--- config.mk ---
export PLATFORM = sky130hd
export DESIGN_NAME = uart_wake_rx
export DESIGN_NICKNAME = d
export VERILOG_FILES = /design/src/rtl/uwr_pkg.sv /design/src/rtl/uwr_frame.sv /design/src/rtl/uwr_idle.sv /design/src/rtl/uart_wake_rx.sv
export SDC_FILE = /design/constraint.sdc
export NUM_CORES = 1
export LEC_CHECK = 0
export CORE_MARGIN = 8
export CORE_UTILIZATION = 43
export CTS_CLUSTER_SIZE = 8
export DETAILED_ROUTE_END_ITERATION = 8
export MAX_ROUTING_LAYER = met4
export SLEW_MARGIN = 20
export SYNTH_ARGS = -nofsm -noshare
export SYNTH_HDL_FRONTEND = slang
export SYNTH_HIERARCHICAL = 1
export SYNTH_SLANG_ARGS = --single-unit
--- constraint.sdc ---
create_clock -name clk -period 4.9 [get_ports clk]
set_clock_uncertainty 0.05 [all_clocks]
set_input_delay 0.98 -clock clk [delete_from_list [all_inputs] [get_ports clk]]
set_output_delay 0.98 -clock clk [all_outputs]
set_load 0.005 [all_outputs]
--- src/rtl/uwr_pkg.sv ---
package uwr_pkg;
    typedef enum logic [1:0] {
        FS_IDLE  = 2'd0,
        FS_START = 2'd1,
        FS_DATA  = 2'd2,
        FS_STOP  = 2'd3
    } fstate_e;

    typedef enum logic {
        WAKE_IDLE = 1'b0,
        WAKE_ADDR = 1'b1
    } wake_mode_e;
endpackage

--- src/rtl/uwr_frame.sv ---
module uwr_frame
    import uwr_pkg::*;
#(
    parameter int OSR   = 16,
    parameter int NBITS = 9
) (
    input  logic             clk,
    input  logic             rst_n,
    input  logic             tick,
    input  logic             rx,
    output logic             busy,
    output logic             done,
    output logic             stop_ok,
    output logic [NBITS-1:0] bits
);
    localparam int CW  = $clog2(OSR);
    localparam int BW  = $clog2(NBITS);
    localparam int MID = OSR / 2;

    typedef struct packed {
        fstate_e          state;
        logic [CW-1:0]    cnt;
        logic [BW-1:0]    bidx;
        logic [NBITS-1:0] shreg;
        logic [1:0]       vt;
        logic             done;
        logic             stop_ok;
    } frame_st_t;

    frame_st_t st_d, st_q;
    logic      maj;

    always_comb begin
        st_d      = st_q;
        st_d.done = 1'b0;
        maj = (st_q.vt[0] & st_q.vt[1]) | (st_q.vt[0] & rx) | (st_q.vt[1] & rx);
        if (tick) begin
            if (st_q.state == FS_IDLE) begin
                if (!rx) begin
                    st_d.state = FS_START;
                    st_d.cnt   = '0;
                end
            end else begin
                if (st_q.cnt == CW'(MID - 1)) st_d.vt[0] = rx;
                if (st_q.cnt == CW'(MID))     st_d.vt[1] = rx;
                st_d.cnt = (st_q.cnt == CW'(OSR - 1)) ? '0 : st_q.cnt + 1'b1;
                if (st_q.cnt == CW'(MID + 1)) begin
                    case (st_q.state)
                        FS_START: if (maj) st_d.state = FS_IDLE;
                        FS_DATA:  st_d.shreg = {maj, st_q.shreg[NBITS-1:1]};
                        FS_STOP: begin
                            st_d.done    = 1'b1;
                            st_d.stop_ok = maj;
                            st_d.state   = FS_IDLE;
                        end
                        default: ;
                    endcase
                end
                if (st_q.cnt == CW'(OSR - 1)) begin
                    if (st_q.state == FS_START) begin
                        st_d.state = FS_DATA;
                        st_d.bidx  = '0;
                    end else if (st_q.state == FS_DATA) begin
                        if (st_q.bidx == BW'(NBITS - 1)) st_d.state = FS_STOP;
                        else st_d.bidx = st_q.bidx + 1'b1;
                    end
                end
            end
        end
    end

    always_ff @(posedge clk or negedge rst_n) begin
        if (!rst_n) begin
            st_q <= '{state: FS_IDLE, cnt: '0, bidx: '0, shreg: '0,
                      vt: 2'b11, done: 1'b0, stop_ok: 1'b1};
        end else begin
            st_q <= st_d;
        end
    end

    assign busy    = (st_q.state != FS_IDLE);
    assign done    = st_q.done;
    assign stop_ok = st_q.stop_ok;
    assign bits    = st_q.shreg;

    assert_done_single_R1: assert property (@(posedge clk) disable iff (!rst_n)
        done |=> !done);
    assert_done_after_stop_R1: assert property (@(posedge clk) disable iff (!rst_n)
        $rose(done) |-> !busy);
endmodule

--- src/rtl/uwr_idle.sv ---
module uwr_idle #(
    parameter int OSR       = 16,
    parameter int IDLE_BITS = 10
) (
    input  logic clk,
    input  logic rst_n,
    input  logic tick,
    input  logic rx,
    input  logic busy,
    output logic idle_pulse
);
    localparam int LIM = OSR * IDLE_BITS;
    localparam int CW  = $clog2(LIM + 1);

    typedef struct packed {
        logic [CW-1:0] cnt;
        logic          fired;
        logic          pulse;
    } idle_st_t;

    idle_st_t st_d, st_q;

    always_comb begin
        st_d       = st_q;
        st_d.pulse = 1'b0;
        if (!rx) st_d.fired = 1'b0;
        if (!rx || busy) begin
            st_d.cnt = '0;
        end else if (tick && !st_q.fired) begin
            if (st_q.cnt == CW'(LIM - 1)) begin
                st_d.pulse = 1'b1;
                st_d.fired = 1'b1;
                st_d.cnt   = '0;
            end else begin
                st_d.cnt = st_q.cnt + 1'b1;
            end
        end
    end

    always_ff @(posedge clk or negedge rst_n) begin
        if (!rst_n) st_q <= '{cnt: '0, fired: 1'b1, pulse: 1'b0};
        else        st_q <= st_d;
    end

    assign idle_pulse = st_q.pulse;

    assert_idle_needs_high_R9: assert property (@(posedge clk) disable iff (!rst_n)
        idle_pulse |-> $past(rx) && !$past(busy));
endmodule

--- src/rtl/uart_wake_rx.sv ---
module uart_wake_rx
    import uwr_pkg::*;
#(
    parameter int OSR       = 16,
    parameter int DATA_W    = 8,
    parameter int IDLE_BITS = 10
) (
    input  logic              clk,
    input  logic              rst_n,
    input  logic              os_tick,
    input  logic              rx_in,
    input  logic              wake_sel,
    input  logic              rie,
    input  logic              sleep_req,
    input  logic              rd_strobe,
    input  logic              flag_clr,
    output logic [DATA_W-1:0] rx_data,
    output logic              rx_adr,
    output logic              rx_full,
    output logic              ovr_flag,
    output logic              ferr_flag,
    output logic              irq,
    output logic              asleep
);
    localparam int NBITS = DATA_W + 1;

    typedef struct packed {
        logic [1:0]        sync;
        logic [DATA_W-1:0] data;
        logic              adr;
        logic              full;
        logic              ovr;
        logic              ferr;
        logic              asleep;
    } top_st_t;

    top_st_t          st_d, st_q;
    logic             f_busy, f_done, f_stop_ok, idle_pulse;
    logic [NBITS-1:0] f_bits;
    logic             wake_hit;
    wake_mode_e       mode;

    uwr_frame #(.OSR(OSR), .NBITS(NBITS)) u_frame (
        .clk(clk), .rst_n(rst_n), .tick(os_tick), .rx(st_q.sync[1]),
        .busy(f_busy), .done(f_done), .stop_ok(f_stop_ok), .bits(f_bits)
    );

    uwr_idle #(.OSR(OSR), .IDLE_BITS(IDLE_BITS)) u_idle (
        .clk(clk), .rst_n(rst_n), .tick(os_tick), .rx(st_q.sync[1]),
        .busy(f_busy), .idle_pulse(idle_pulse)
    );

    assign mode = wake_mode_e'(wake_sel);

    always_comb begin
        st_d      = st_q;
        st_d.sync = {st_q.sync[0], rx_in};
        wake_hit  = st_q.asleep && (mode == WAKE_ADDR) && f_bits[NBITS-1];
        if (rd_strobe) st_d.full = 1'b0;
        if (flag_clr) begin
            st_d.ovr  = 1'b0;
            st_d.ferr = 1'b0;
        end
        if (f_done) begin
            if (!f_stop_ok) st_d.ferr = 1'b1;
            if (!st_q.asleep || wake_hit) begin
                if (wake_hit) st_d.asleep = 1'b0;
                if (st_d.full) begin
                    st_d.ovr = 1'b1;
                end else begin
                    st_d.data = f_bits[DATA_W-1:0];
                    st_d.adr  = f_bits[NBITS-1];
                    st_d.full = 1'b1;
                end
            end
        end
        if (idle_pulse && st_q.asleep && mode == WAKE_IDLE) st_d.asleep = 1'b0;
        if (sleep_req) st_d.asleep = 1'b1;
    end

    always_ff @(posedge clk or negedge rst_n) begin
        if (!rst_n) begin
            st_q <= '{sync: 2'b11, data: '0, adr: 1'b0, full: 1'b0,
                      ovr: 1'b0, ferr: 1'b0, asleep: 1'b0};
        end else begin
            st_q <= st_d;
        end
    end

    assign rx_data   = st_q.data;
    assign rx_adr    = st_q.adr;
    assign rx_full   = st_q.full;
    assign ovr_flag  = st_q.ovr;
    assign ferr_flag = st_q.ferr;
    assign asleep    = st_q.asleep;
    assign irq       = st_q.full & rie;

    assert_hold_on_full_R3: assert property (@(posedge clk) disable iff (!rst_n)
        (rx_full && !rd_strobe) |=> $stable(rx_data) && $stable(rx_adr));
    assert_ovr_set_R3: assert property (@(posedge clk) disable iff (!rst_n)
        (f_done && !asleep && rx_full && !rd_strobe) |=> ovr_flag);
    assert_full_source_R1: assert property (@(posedge clk) disable iff (!rst_n)
        $rose(rx_full) |-> $past(f_done));
    assert_wake_source_R8: assert property (@(posedge clk) disable iff (!rst_n)
        $fell(asleep) |-> $past(f_done) || $past(idle_pulse));
    assert_asleep_quiet_R7: assert property (@(posedge clk) disable iff (!rst_n)
        (f_done && asleep && !f_bits[NBITS-1]) |=> $stable(rx_data) && !$rose(rx_full));
    assert_ferr_R6: assert property (@(posedge clk) disable iff (!rst_n)
        (f_done && !f_stop_ok) |=> ferr_flag);
    assert_irq_gate_R5: assert property (@(posedge clk) disable iff (!rst_n)
        !rx_full |-> !irq);
    assert_sleep_req_R10: assert property (@(posedge clk) disable iff (!rst_n)
        sleep_req |=> asleep);
endmodule

* Word-level counts from Yosys, hierarchy flattened *
Cells that the tools add are included.

storage, ports and cells
  register bits = 48
  input bits = 9
  output and inout port bits = 14
  word-level logic and storage cells = 99

operators by class
  $add $sub $neg = 3
  eq/ne operators = 11
  multiplexer cells = 33
  bitwise logic cells = 9
  reductions and logical operators = 25

operators with widths
  cell                                                  number
  two-way mux 2 bit                                     14
  two-way mux 4 bit                                     5
  equality test 4 bit (second input constant)           4
  two-way mux 8 bit                                     2
  two-way mux 6 bit                                     2
  AND reduction 3 bit                                   4
  two-way mux 10 bit                                    1
  nonzero test 3 bit                                    3
  adder 4 x 1 -> 4 bit (second input constant)          2
  adder 8 x 1 -> 8 bit (second input constant)          1
  equality test 8 bit (second input constant)           1
  two-way mux 1 bit                                     8
  AND reduction 4 bit                                   2
  nonzero test 2 bit                                    3
  logical AND 1 bit                                     5
  AND reduction 5 bit                                   1
  AND 1 bit                                             4
  equality test 2 bit (second input constant)           2
  equality test 4 x 3 -> 1 bit (second input constant)  1
  case mux 2 bit (2 select lines)                       1
  zero test 1 bit                                       3
  NOT 1 bit                                             3
  equality test 2 x 1 -> 1 bit (second input constant)  1
  zero test 2 bit                                       1
  5 further kinds                                       7

* Logic depth before layout (Yosys ltp) *
  depth in word-level cells = 11
  gate-level depth with buffers = 7
  depth with buffers taken out = 7

* Hierarchy *
The synthesis kept the hierarchy.

modules (own cells, without submodules)
  module        instances  cells an instance  area each (sq um)  seq. area each (sq um)
  uwr_frame     1          115                1338.8             579.3
  uart_wake_rx  1          46                 630.6              377.9
  uwr_idle      1          47                 535.5              251.5

* Least setup slack after synthesis *
Ideal clock, no wire load.

  path type = input to output
  start point = input rie
  end point = output irq
  arrival time = 1.123 ns
  required time = 3.870 ns
  setup slack = 2.747 ns
  stages = 1
  path buffers = 0
  cells stage by stage = and2_1

between the ends
  word-level cells in the longest chain between the ends = 1

RTL lines
  item         RTL line            text
  from (decl)  uart_wake_rx.sv:13  input logic rie,
  AND 1 bit    uart_wake_rx.sv:96  assign irq = st_q.full & rie;
  to (decl)    uart_wake_rx.sv:22  output logic irq,

No other way between the ends.

* Worst setup path after layout *
Ends and elaborated chain as after synthesis.

==> impl_results.md <==
- Clock Pin Slew Worst Setup and Hold Paths: 0.09 ns
- Critical R2R Capture: u_frame/bits[5]
- Multi-input combinational cell area: approximately 0.0011 sq mm
- Setup bufs post-CTS: 0
- Global-route wire length before repair: 6900 um
- WL final: 3940 um
- Startpoint Class: input port
- CTS-repair resized insts: 0
- Post-synth ARST share: 100%
- Slowest CP cell: clkdlybuf4s50_1
- Diode count: 0
- Pwr dens: 371 mW/mm^2
- Detailed placement HPWL: 2890 um
- Max_slew headroom: between 60% and 70%
- CP arrival: 2.03 ns
- Mean Syn Cell Area: 12.0 sq um
- I/O pin count: 23
- Final critical-path share of the clock period: 62.4%
- Area of the core: 0.00578 sq mm
- Final Cell Area: 0.00284 sq mm
- EDFF count, synth: 0
- Distinct cell type count after synthesis: slightly above 50
- Syn-to-layout area delta: 13.2%
- DRC violations left: 0
- Final RePlAce weighted congestion: 0.779
- Setup crit end kind: primary output
- Antenna-violating nets left: 0
- Synth top area share: between 40% and 50%
- Die area: 0.00852 sq mm
- Die height: 92.3 um
- Post-Syn Area: 0.00250 sq mm
- CP Launch Point: rie
- # nets final: 237
- Proportion of layout cells with a drive suffix above 1: 22.4%
- Vias/cell: 5.09
- Max-Cap Viols: 0
- Peak Freq: approximately 330 MHz
- Flop and latch count out of synthesis: 48
- Synth area leaders: dfrtp_1 42%, dfstp_2 6.3%, buf_4 5.4%
- Worst hold path type: flip-flop to flip-flop
- Clock sinks: 48
- Reg-to-reg slack, setup: 3.05 ns
- Congestion Overflow GR: 0
- Worst flop-to-flop path startpoint: u_frame/st_q[21]
- Synthesized Nets: between 200 and 250
- DIE WIDTH: 92.3 um
- H-tree Lvls: 2
- Clock root cell: clkbuf_8
- Vias in the first global route: 1501
- Initial core utilization: 43.3%
- IO Port Bufs: 22
- Cts bufs inserted: 5
- Via count: around 1.5k
- Max VDD drop: 0.154 mV
- Crit path top cell by count: clkdlybuf4s50_1
- Cell taking the most area after synthesis: dfrtp_1
- Crit-path cells: clkdlybuf4s50_1 -> and2_1 -> clkdlybuf4s50_1
- Fin crit period: 3.06 ns
- Placed Instance Area: 0.00267 sq mm
- Crit-path max FO: 1
- PnR Total Power: 1.05 mW
- Commonest cells in the netlist: 42 x dfrtp_1, 18 x buf_4, 14 x nand2_1
- Final hold viol count: 0
- CTS tree: done
- Slowest stage delay, CP: 0.49 ns
- Place WS: between 1.5 and 2 ns
- Total track usage: 10.1%
- Largest net degree at the start of global routing: 49
- Setup TNS: 0 ns
- Post-synthesis cell count: 208
- Most common flop cell mapped by yosys: dfrtp_1
- Sequential-to-total area share from yosys stat: 48.3%
- Worst-Skew Late Latency: 0.30 ns
- Drt first pass iters: 4
- Initial detailed-routing violation count: 62
- Inst Count DP: between 200 and 300
- Final Max Slew Viols: 0
- Hold buffers post-CTS: 0
- CP Class: input port to primary output
- Initial antenna violation count: 0
- Finished Layout Cells: 294
- Fillers: 526
- Warnings, synthesis: 6
- # setup viols final: 0
- Routed len/inst: 13.4 um
- Required time of the critical path: 3.87 ns
- FP Rows: 28
- Clock buffer depth: 2
- Static leakage: 1.29 nW
- Flip-flop and latch area: 0.00121 sq mm
- Worst R2R Path Depth: 6
- Most frequent cell after synthesis: dfrtp_1
- End of the critical path: irq
- Tightest Pin Transition: 0.596 ns
- RSZ-0062 raised after global routing: false
- Outcome: finished clean
- Min setup slack post-route: 1.84 ns
-- cell type report --
class	count	share of cell area, %
multi-input combinational	130	39.3
timing repair buffer	22	7.68
clock buffer	5	2.43
tap	75	3.31
inverter	11	1.46
clock inverter	3	3.18
sequential	48	42.6
-- critical path: cells and delay by family --
family	cells	cell delay [ns]
buffers and inverters	2	0.94
and+or+nand+nor	1	0.11
-- cells by family (layout without fill, tap and decap cells) --
logic type	count (synthesis)	count (layout)	synth area share (%)
adders and majority gates	11	11	5.39
and+or+nand+nor	60	60	16.2
DFF	48	48	48.3
AOI/OAI and AO/OA	29	29	8.64
muxes	26	26	12.8
buffers and inverters	30	41	7.24
xor gates and xnor gates	4	4	1.40
-- state kept, by name (all words and copies together), names as in the netlist --
| signal | cells |
|---|---|
| u_frame/st_q | 12 |
| u_idle/idle_pulse | 1 |
| u_frame/done | 1 |
| st_q | 1 |
| ovr_flag | 1 |
| st_d | 1 |
| u_frame/bits | 9 |
| rx_adr | 1 |
| rx_data | 8 |
| u_idle/st_q | 9 |
| asleep | 1 |
| rx_full | 1 |
| ferr_flag | 1 |
| u_frame/stop_ok | 1 |
-- metrics by stage --
stage | util (%) | hold WS, ns
after floorplan | - | 0.295
after global placement | 46.3 | 0.296
after detailed placement | 46.3 | 0.298
after CTS | 49.0 | 0.311
after global routing | 49.0 | 0.318
final | 49.0 | 0.310
-- cell usage in the layout (no fill, tap or decap), types with 2 or more instances in the layout --
master           count
inv_1               11
mux2_4               9
nand3_1              5
a21oi_1              2
nor4_1               2
a31oi_1              2
clkdlybuf4s50_1     21
nand3b_1             2
o31ai_1              2
nor3_1               2
nand3_2              2
nand4_1              3
bufinv_16            3
clkbuf_8             5
dfrtp_1             42
and3_1               2
dfstp_2              6
o21ai_0              6
o22ai_1              4
nand2b_1             5
nand2_1             14
xor2_1               4
nor2_1               8
mux2i_1              4
mux2_2              12
a22o_1               4
and2_1               2
ha_1                10
-- metal layers --
metal	GRT usage [%]	routed length, um	vias to the layer above
met5	-	0	-
li1	-	-	737
met2	15.5	1730	22
met3	3.40	182	8
met4	3.62	55	0
met1	12.2	1960	729
-- report_power, final --
part / switching [mW] / internal, mW / leakage [nW]
Sequential: 0.0545 / 0.441 / 0.617
Clock: 0.131 / 0.255 / 0.0784
Combinational: 0.0870 / 0.0831 / 0.597
-- worst min-delay path by stage --
stage	from	endpoint	slack, ns	cells after the start
2_1_floorplan	st_d[14]	st_q[14]	0.30	0
3_3_place_gp	st_d[14]	st_q[14]	0.30	0
3_5_place_dp	st_d[14]	st_q[14]	0.30	0
4_1_cts	st_d[14]	st_q[14]	0.31	0
5_1_grt	st_d[14]	st_q[14]	0.32	0
6_report	st_d[14]	st_q[14]	0.31	0
Power figures use the tool's default switching activity.
